`config.mk`:
```
export PLATFORM = sky130hd
export DESIGN_NAME = irq_aggregator
export DESIGN_NICKNAME = d
export VERILOG_FILES = /design/src/rtl/ia_pkg.sv /design/src/rtl/ia_status_bank.sv /design/src/rtl/ia_pin_drv.sv /design/src/rtl/irq_aggregator.sv
export SDC_FILE = /design/constraint.sdc
export NUM_CORES = 1
export LEC_CHECK = 0
export ABC_AREA = 1
export BUFFER_PORTS_ARGS = -buffer_cell sky130_fd_sc_hd__buf_2
export CORE_UTILIZATION = 41
export CTS_CLUSTER_SIZE = 28
export DETAILED_ROUTE_END_ITERATION = 7
export PLACE_DENSITY = 0.82
export SETUP_SLACK_MARGIN = 0.15
export SYNTH_ARGS = -nofsm -noshare
export SYNTH_HDL_FRONTEND = slang
export SYNTH_SLANG_ARGS = --single-unit
```
`constraint.sdc`:
```
create_clock -name clk -period 1.7 [get_ports clk]
set_input_delay 0.255 -clock clk [delete_from_list [all_inputs] [get_ports clk]]
set_output_delay 0.255 -clock clk [all_outputs]
set_load 0.005 [all_outputs]
```
`src/rtl/ia_pkg.sv`:
```
package ia_pkg;
  localparam int MAXW = 32;
  localparam int BANK_GEN = 0;
  localparam int BANK_AUX = 1;

  // Interrupt decision: a bit counts when it is latched, unmasked and routed.
  function automatic logic int_request(logic [MAXW-1:0] st,
                                       logic [MAXW-1:0] mk,
                                       logic [MAXW-1:0] route);
    return |(st & ~mk & route);
  endfunction

  // Next value of a sticky bank: a set has priority over the read-clear.
  function automatic logic [MAXW-1:0] sticky_next(logic [MAXW-1:0] q,
                                                  logic [MAXW-1:0] set,
                                                  logic rd);
    return (rd ? '0 : q) | set;
  endfunction
endpackage

```
`src/rtl/ia_status_bank.sv`:
```
module ia_status_bank #(
  parameter int W = 8
) (
  input  logic         clk,
  input  logic         rst_n,
  input  logic [W-1:0] set_i,
  input  logic         rd_i,
  output logic [W-1:0] q_o
);
  logic [ia_pkg::MAXW-1:0] nxt;

  assign nxt = ia_pkg::sticky_next(ia_pkg::MAXW'(q_o), ia_pkg::MAXW'(set_i), rd_i);

  always_ff @(posedge clk or negedge rst_n) begin
    if (!rst_n) q_o <= '0;
    else        q_o <= nxt[W-1:0];
  end
endmodule

```
`src/rtl/ia_pin_drv.sv`:
```
module ia_pin_drv (
  input  logic clk,
  input  logic rst_n,
  input  logic en_i,
  input  logic hold_i,
  input  logic req_i,
  output logic pin_n_o
);
  logic drive;

  assign drive = en_i & ~hold_i & req_i;

  always_ff @(posedge clk or negedge rst_n) begin
    if (!rst_n) pin_n_o <= 1'b1;
    else        pin_n_o <= ~drive;
  end
endmodule

```
`src/rtl/irq_aggregator.sv`:
```
module irq_aggregator #(
  parameter int N_SRC = 8,
  parameter int N_THM = 2,
  parameter int N_EXT = 2
) (
  input  logic                         clk,
  input  logic                         rst_n,
  input  logic [N_SRC-1:0]             evt_i,
  input  logic [N_THM-1:0]             thm_evt_i,
  input  logic [N_EXT-1:0]             ext_irq_i,
  input  logic [N_EXT-1:0]             ext_en_i,
  input  logic [N_SRC+N_THM+N_EXT-1:0] mask_i,
  input  logic [1:0]                   stat_rd_i,
  input  logic                         int_en_i,
  input  logic                         int_clr_i,
  input  logic                         thm_route_off_i,
  input  logic                         thm_en_i,
  input  logic                         thm_clr_i,
  input  logic                         thm_acpi_i,
  output logic                         int_n_o,
  output logic                         thm_n_o,
  output logic [N_SRC+N_THM+N_EXT-1:0] status_o
);
  localparam int ST_W  = N_SRC + N_THM + N_EXT;
  localparam int AUX_W = N_THM + N_EXT;
  localparam logic [ST_W-1:0] THM_FIELD = ST_W'(((64'd1 << N_THM) - 64'd1) << N_SRC);

  // Named internal events, brought out for observation
  logic [N_SRC-1:0]  gen_set;
  logic [AUX_W-1:0]  aux_set;
  logic [N_SRC-1:0]  gen_q;
  logic [AUX_W-1:0]  aux_q;
  logic [ST_W-1:0]   route;
  logic              int_req;
  logic              thm_req;

  assign gen_set = evt_i;
  assign aux_set = {ext_irq_i & ext_en_i, thm_evt_i};

  ia_status_bank #(.W(N_SRC)) u_gen_bank (
    .clk(clk), .rst_n(rst_n), .set_i(gen_set),
    .rd_i(stat_rd_i[ia_pkg::BANK_GEN]), .q_o(gen_q)
  );

  ia_status_bank #(.W(AUX_W)) u_aux_bank (
    .clk(clk), .rst_n(rst_n), .set_i(aux_set),
    .rd_i(stat_rd_i[ia_pkg::BANK_AUX]), .q_o(aux_q)
  );

  assign status_o = {aux_q, gen_q};
  assign route    = thm_route_off_i ? ~THM_FIELD : '1;

  assign int_req = ia_pkg::int_request(ia_pkg::MAXW'(status_o),
                                       ia_pkg::MAXW'(mask_i),
                                       ia_pkg::MAXW'(route));
  assign thm_req = thm_acpi_i ? |thm_evt_i : |aux_q[N_THM-1:0];

  ia_pin_drv u_int_drv (
    .clk(clk), .rst_n(rst_n), .en_i(int_en_i), .hold_i(int_clr_i),
    .req_i(int_req), .pin_n_o(int_n_o)
  );

  ia_pin_drv u_thm_drv (
    .clk(clk), .rst_n(rst_n), .en_i(thm_en_i), .hold_i(thm_clr_i),
    .req_i(thm_req), .pin_n_o(thm_n_o)
  );
endmodule

```
==> summary.txt, run 1 <==
Yosys
  – Synthesized flop and latch total: 14
  – Syn avg cell area: 8.33 um^2
  – Syn Nets: roughly 120
  – Synth Cell Area: 658 um^2
  – Synth warnings: 0
  – Yosys cell types: 14
  – Mapped Cells: 79
  – Sequential area share after synthesis: roughly 54%

Layout
  – Layout cells sized above 1: a little over two fifths
  – Nets: ~170
  – Register area: roughly 350 um^2
  – Fillers: 143
  – Area Overhead vs Synth: 46.6%
  – Commonest non-fill, non-tap cell in the layout: buf_2
  – Antenna cell count: 0
  – Area of the multi-input gates: 203 um^2
  – Final core occ: 64.0%
  – Commonest non-fill, non-tap cells in the layout: buf_2, inv_1, nand2_1, dfrtp_1, o21bai_1

Timing
  – Tmin final: 1.18 ns
  – Final setup violation count: 0
  – Clock skew: 0.00880 ns
  – Crit share post-route: 69.6%
  – RSZ-0062 raised after global routing: false
  – Final hold violations: 0
  – Max Slew Vio Count: 0
  – Fmax: between 800 and 900 MHz
  – Slew headroom: about four fifths
  – TNS Setup: 0 ns
  – Worst slew pin tran: ~0.31 ns

Routing
  – Initial drt markers: 7
  – Routed WL per cell: 9.97 um
  – Routed WL: around 1500 um
  – DR pass1 iterations: 4
  – Via Count: a little under 700
  – DR vias/cell: 4.59
  – Post-route ant nets: 0
  – # DRC: 0

Pwr
  – Static Leak: 0.607 nW
  – Comb pwr share: 17.4%
  – Flop pwr share: about half
  – Peak VDD IR: 0.000500 V
  – Internal power: around 0.56 mW
  – Sw Pwr: roughly 0.19 mW
  – PwrDens: around 770 mW/mm^2
  – Clk pwr share: 32.7%
  – Total power: between 0.7 and 0.8 mW
  – Sw frac: between 20% and 30%

Floorplan
  – Core Region: between 0.0015 and 0.002 mm^2
  – Die ar.: ~0.0018 mm^2
  – Num ports: 50
  – Starting Density: 43.7%
  – Standard-cell rows: 14
  – Die Span X: approximately 42 um
  – Vertical die dimension: approximately 42 um

Global route
  – Overflow left after global routing: 0
  – Global routing usage on met1: about 22%
  – Largest net degree at the start of global routing: 15
  – Global router's overall resource usage: 18.8%
  – Vias in the first global route: 621
  – Top Usage Layer GRT: met2
  – Routing usage on met2: between 30 and 40%
  – M3 GR Usage: about 3.9%
  – Initial antenna violation count: 0
  – First-pass GRT wire length: ~2500 um

Worst hold path
  – Worst min-delay path class: in -> reg

Worst setup path
  – Startpoint Class: flop
  – Top delay family on crit path: flip-flops
  – Critical path peak fanout: 1
  – Critical Path AT: 0.93 ns
  – CP max stage delay: between 0.5 and 0.6 ns
  – CP endpoint kind: output pin
  – Reg2Reg Setup Slack: 0.89 ns
  – WP buf/inv: 1
  – CP cell instances: buf_2
  – Crit path required time: between 1 and 1.5 ns
  – Crit path kind: reg -> out
  – CP max-delay cell: dfstp_2

Run
  – Max-cap violations: 0

CTS
  – CTS Buf Count: 3
  – CTS Sinks: 14
  – # Post-CTS Setup Buffers: 0
  – CTS tree: yes
  – CTS max path bufs: 2
  – Clock-pin slew on the worst setup and hold paths: ~0.09 ns
  – CTS H-Tree Depth: 1
  – Worst-Skew Late Latency: 0.29 ns
  – Clk root buf: clkbuf_4

Placement
  – Routability Congestion: between 0.7 and 0.8
  – HPWL after DPL: approximately 1200 um
  – Port bufs: roughly 50

Run status
  – Status: completed
==> worst register-to-register path, stage by stage (launching register included) <==
cell       delay (ns)
dfrtp_1          0.41
inv_1            0.08
nand2_1          0.05
o2111ai_1        0.19
==> repair_timing <==
item / 4_1_cts / 5_1_grt
hold endpoints to repair: 12 / 0
resized for setup: 0 / 0
hold buffers: 1 / 0
==> power groups by stage <==
stage / Combinational [mW] / Clock, mW / Sequential [mW]
4_1_cts: 0.132 / 0.245 / 0.371
2_1_floorplan: 0.0499 / 0 / 0.381
3_3_place_gp: 0.126 / 0 / 0.377
5_1_grt: 0.149 / 0.268 / 0.375
6_report: 0.130 / 0.244 / 0.372
3_5_place_dp: 0.129 / 0 / 0.378
==> area by class of cell <==
| class | count | area share, % |
|---|---|---|
| clock buffers | 4 | 3.76 |
| inverters | 26 | 10.1 |
| multi-input cells | 38 | 21.0 |
| flip-flops and latches | 14 | 36.6 |
| well taps | 16 | 2.08 |
| repair buffers | 50 | 26.5 |
==> registers in the layout, indices dropped and copies added (netlist names) <==
| signal | flops |
|---|---|
| u_gen_bank.q_o | 8 |
| u_int_drv.pin_n_o | 1 |
| u_aux_bank.q_o | 4 |
| u_thm_drv.pin_n_o | 1 |
==> through the flow <==
stage,std cells,cell area [um^2],hold WS (ns),setup WS (ns)
6_report,148,965,0.156,0.516
4_1_cts,148,965,0.161,0.528
2_1_floorplan,79,658,-0.0406,0.935
5_1_grt,148,965,0.148,0.498
3_3_place_gp,143,918,0.161,0.859
3_5_place_dp,143,918,0.165,0.846
==> routing by layer <==
layer,vias up,routed length (um)
li1,340,-
met1,311,618
met2,24,750
met3,4,88
met4,0,19
met5,-,0
==> cells in the mapped netlist <==
cell type  instances  share of area (%)
o21ai_0            4                3.0
o21bai_1           8                9.1
o2111ai_1          1                1.3
nand3_2            1                1.5
nor2_1             3                1.7
inv_1             26                 15
nand2_1           14                8.0
nor2_2             1               0.95
buf_2              1               0.76
dfstp_2            2                8.0
nand3_1            3                2.3
dfrtp_1           12                 46
o21ai_2            1                1.3
o21ai_1            2                1.5
==> final timing paths <==
kind / from / endpoint / depth (start not counted)
min in group asynchronous: rst_n / u_aux_bank.q_o[3] / 2
max in group asynchronous: rst_n / u_thm_drv.pin_n_o / 2
max reg2reg: u_aux_bank.q_o[0] / u_thm_drv.pin_n_o / 3
min reg2reg: u_gen_bank.q_o[3] / u_gen_bank.q_o[3] / 2
min: int_clr_i / u_int_drv.pin_n_o / 3
max: u_thm_drv.pin_n_o / thm_n_o / 1
==> logic make-up after synthesis <==
group	after synthesis	share of synthesized area (%)
buffers and inverters	27	15.6
and+or+nand+nor	22	14.4
AOI/OAI and AO/OA	16	16.4
DFF	14	53.6
No activity file was read; power rests on OpenSTA's default activity.
==> run 2, diff against run 1 <==
--- a/config.mk
+++ b/config.mk
@@ -5,12 +5,12 @@
 export SDC_FILE = /design/constraint.sdc
 export NUM_CORES = 1
 export LEC_CHECK = 0
-export ABC_AREA = 1
+export ABC_AREA = 0
 export BUFFER_PORTS_ARGS = -buffer_cell sky130_fd_sc_hd__buf_2
-export CORE_UTILIZATION = 41
+export CORE_UTILIZATION = 36
 export CTS_CLUSTER_SIZE = 28
 export DETAILED_ROUTE_END_ITERATION = 7
-export PLACE_DENSITY = 0.82
+export PLACE_DENSITY = 0.76
 export SETUP_SLACK_MARGIN = 0.15
 export SYNTH_ARGS = -nofsm -noshare
 export SYNTH_HDL_FRONTEND = slang
==> constraint.sdc (replaced) <==
create_clock -name clk -period 1.25 [get_ports clk]
set_input_delay 0.1875 -clock clk [delete_from_list [all_inputs] [get_ports clk]]
set_output_delay 0.1875 -clock clk [all_outputs]
set_load 0.005 [all_outputs]
==> summary.txt, run 2 <==
Pwr
  – Flop pwr share: 50.9% (+1.0 points)
  – Static Leak: 0.538 nW (-11%)
  – Internal power: 0.762 mW (+37%)
  – Sw frac: 23.8% (-1.5 points)
  – PwrDens: 1100 mW/mm^2 (+42%)
  – Comb pwr share: 16.8% (-0.6 points)
  – Peak VDD IR: 0.000645 V (+29%)
  – Clk pwr share: 32.3% (-0.4 points)
  – Sw Pwr: 0.238 mW (+26%)
  – Total power: 1.00 mW (+34%)

Worst setup path
  – Top delay family on crit path: flip-flops
  – Reg2Reg Setup Slack: 0.22 ns (-0.67 ns)
  – CP endpoint kind: output pin
  – Crit path kind: reg -> out
  – WP buf/inv: 1 (unchanged)
  – Startpoint Class: flop
  – CP max-delay cell: dfstp_2
  – CP cell instances: buf_2
  – Critical path peak fanout: 1 (unchanged)
  – Crit path required time: 1.06 ns (-0.38 ns)
  – CP max stage delay: 0.52 ns (-0.02 ns)
  – Critical Path AT: 0.89 ns (-0.04 ns)

Run
  – Max-cap violations: 0 (unchanged)

Floorplan
  – Die Span X: 42.5 um (+1.0%)
  – Standard-cell rows: 14 (unchanged)
  – Starting Density: 38.8% (-4.9 points)
  – Vertical die dimension: 42.5 um (+1.0%)
  – Die ar.: 0.00181 mm^2 (+2.1%)
  – Core Region: 0.00152 mm^2 (+1.2%)
  – Num ports: 50 (unchanged)

Layout
  – Fillers: 142 (-0.70%)
  – Area Overhead vs Synth: 53.8%
  – Largest Register: u_gen_bank.q_o
  – Commonest non-fill, non-tap cell in the layout: buf_2
  – Antenna cell count: 0 (unchanged)
  – Nets: 146 (-14%)
  – Commonest non-fill, non-tap cells in the layout: buf_2, inv_1, dfrtp_1, a21o_1, o22ai_1
  – Layout cells sized above 1: 52.3% (+8.4 points)
  – Final core occ: 59.6% (-4.4 points)
  – Top flop regs: u_gen_bank.q_o: 8 flops, u_aux_bank.q_o: 4 flops
  – Max reg flops: 8 (unchanged)

Routing
  – DR pass1 iterations: 4 (unchanged)
  – Post-route ant nets: 0 (unchanged)
  – Routed WL per cell: 11.0 um (+10%)
  – Initial drt markers: 9 (+2)
  – DR vias/cell: 4.66 (+1.7%)
  – Routed WL: 1380 um (-6.8%)
  – Via Count: 583 (-14%)
  – # DRC: 0 (unchanged)

Timing
  – Tmin final: 1.08 ns
  – Clock skew: 0.00409 ns (-0.00471 ns)
  – Fmax: 926 MHz
  – Final setup violation count: 0 (unchanged)
  – RSZ-0062 raised after global routing: true
  – Slew headroom: 79.2% (about the same)
  – Max Slew Vio Count: 0 (unchanged)
  – TNS Setup: 0 ns (unchanged)
  – Final hold violations: 0 (unchanged)
  – Crit share post-route: 86.4%
  – Worst slew pin tran: 0.312 ns (-0.000229 ns)

Global route
  – Largest net degree at the start of global routing: 15 (unchanged)
  – Initial antenna violation count: 0 (unchanged)
  – Vias in the first global route: 552 (-11%)
  – Global router's overall resource usage: 16.1% (-2.7 points)
  – First-pass GRT wire length: 2190 um (-11%)
  – Overflow left after global routing: 0 (unchanged)

Yosys
  – Async set or reset register ratio after synthesis: 100% (unchanged)
  – Synth Cell Area: 591 um^2 (-10%)
  – Yosys cell types: 16 (+2)
  – Synth warnings: 0 (unchanged)
  – Count leader, synth: inv_1
  – Mapped Cells: 55 (-30%)
  – Post-synth EDFFs: 0 (unchanged)
  – Synthesized flop and latch total: 14 (unchanged)
  – Sequential area share after synthesis: 59.7% (+6.1 points)
  – Synth top area share: 50.8% (+5.2 points)
  – Most instantiated cells after synthesis: inv_1, dfrtp_1, a21o_1
  – Syn avg cell area: 10.7 um^2 (+29%)
  – Syn Nets: 91 (-21%)
  – Dominant synthesized flop cell: dfrtp_1
  – Post-synth top area cell: dfrtp_1
  – Synth area leaders: dfrtp_1, a21o_1, dfstp_2

CTS
  – Clk root buf: clkbuf_4
  – Clock-pin slew on the worst setup and hold paths: 0.09 ns (about the same)
  – Worst-Skew Late Latency: 0.28 ns (about the same)
  – CTS H-Tree Depth: 1 (unchanged)
  – CTS max path bufs: 2 (unchanged)
  – CTS Sinks: 14 (unchanged)
  – CTS tree: yes
  – CTS Buf Count: 3 (unchanged)

Placement
  – Routability Congestion: 0.740 (-0.51%)
  – HPWL after DPL: 1130 um (-3.9%)
  – Port bufs: 49 (unchanged)

Run status
  – Status: completed

Worst hold path
  – Worst min-delay path class: in -> reg
==> run 2: per-layer routing <==
metal / vias up / track usage [%] / part of all wire, % / wire (um)
met4: 0 / 5.63 / 0.44 / 6
met5: - / 0 / 0 / 0
met3: 2 / 5.17 / 6.3 / 87
met2: 24 / 29.5 / 51 / 700
met1: 264 / 16.9 / 42 / 582
li1: 293 / - / - / -
==> run 2: area by class of cell <==
cell class / count / area (um^2) / share of cell area (%)
clock buffer: 4 / 36.3 / 3.99
inverter: 13 / 48.8 / 5.37
multi-input combinational: 28 / 189 / 20.8
sequential: 14 / 353 / 38.8
tap: 16 / 20.0 / 2.20
timing repair buffer: 50 / 262 / 28.8
==> run 2: final timing paths <==
path	startpoint	cells after the start	endpoint
setup / recovery	u_int_drv.pin_n_o	1	int_n_o
hold / removal	thm_en_i	2	u_thm_drv.pin_n_o
setup reg to reg	u_gen_bank.q_o[3]	4	u_int_drv.pin_n_o
hold reg to reg	u_gen_bank.q_o[0]	1	u_gen_bank.q_o[0]
max in group asynchronous	rst_n	2	u_thm_drv.pin_n_o
min in group asynchronous	rst_n	2	u_gen_bank.q_o[5]
==> run 2: what timing repair did <==
item / CTS / global route
endpoints found under the setup margin: 0 / 2
setup buffers: 0 / 0
hold endpoints to repair: 12 / 0
hold buffers: 1 / 0
resized for setup: 0 / 1
==> run 2: metrics by stage <==
| step | instances | area [um^2] | hold WS (ns) | setup slack [ns] |
|---|---|---|---|---|
| after floorplan | 55 | 591 | -0.108 | 0.282 |
| after global placement | 120 | 856 | 0.0914 | 0.223 |
| after detailed placement | 120 | 856 | 0.0973 | 0.231 |
| after CTS | 125 | 902 | 0.0476 | 0.155 |
| after global routing | 125 | 908 | 0.0585 | 0.138 |
| final | 125 | 908 | 0.0642 | 0.171 |
==> run 2: cells by family (layout without fill, tap and decap cells) <==
logic type             after synthesis  count (layout)  synth area share (%)
AOI/OAI and AO/OA                   20              20                  24.8
DFF                                 14              14                  59.7
buffers and inverters               13              67                  8.26
and+or+nand+nor                      8               8                  7.20
==> run 2: power groups by stage <==
| stage | sequential [mW] | clock [mW] | combinational, mW |
|---|---|---|---|
| 2_1_floorplan | 0.519 | 0 | 0.0580 |
| 3_3_place_gp | 0.517 | 0 | 0.162 |
| 3_5_place_dp | 0.517 | 0 | 0.166 |
| 4_1_cts | 0.509 | 0.341 | 0.169 |
| 5_1_grt | 0.514 | 0.360 | 0.187 |
| 6_report | 0.509 | 0.323 | 0.168 |
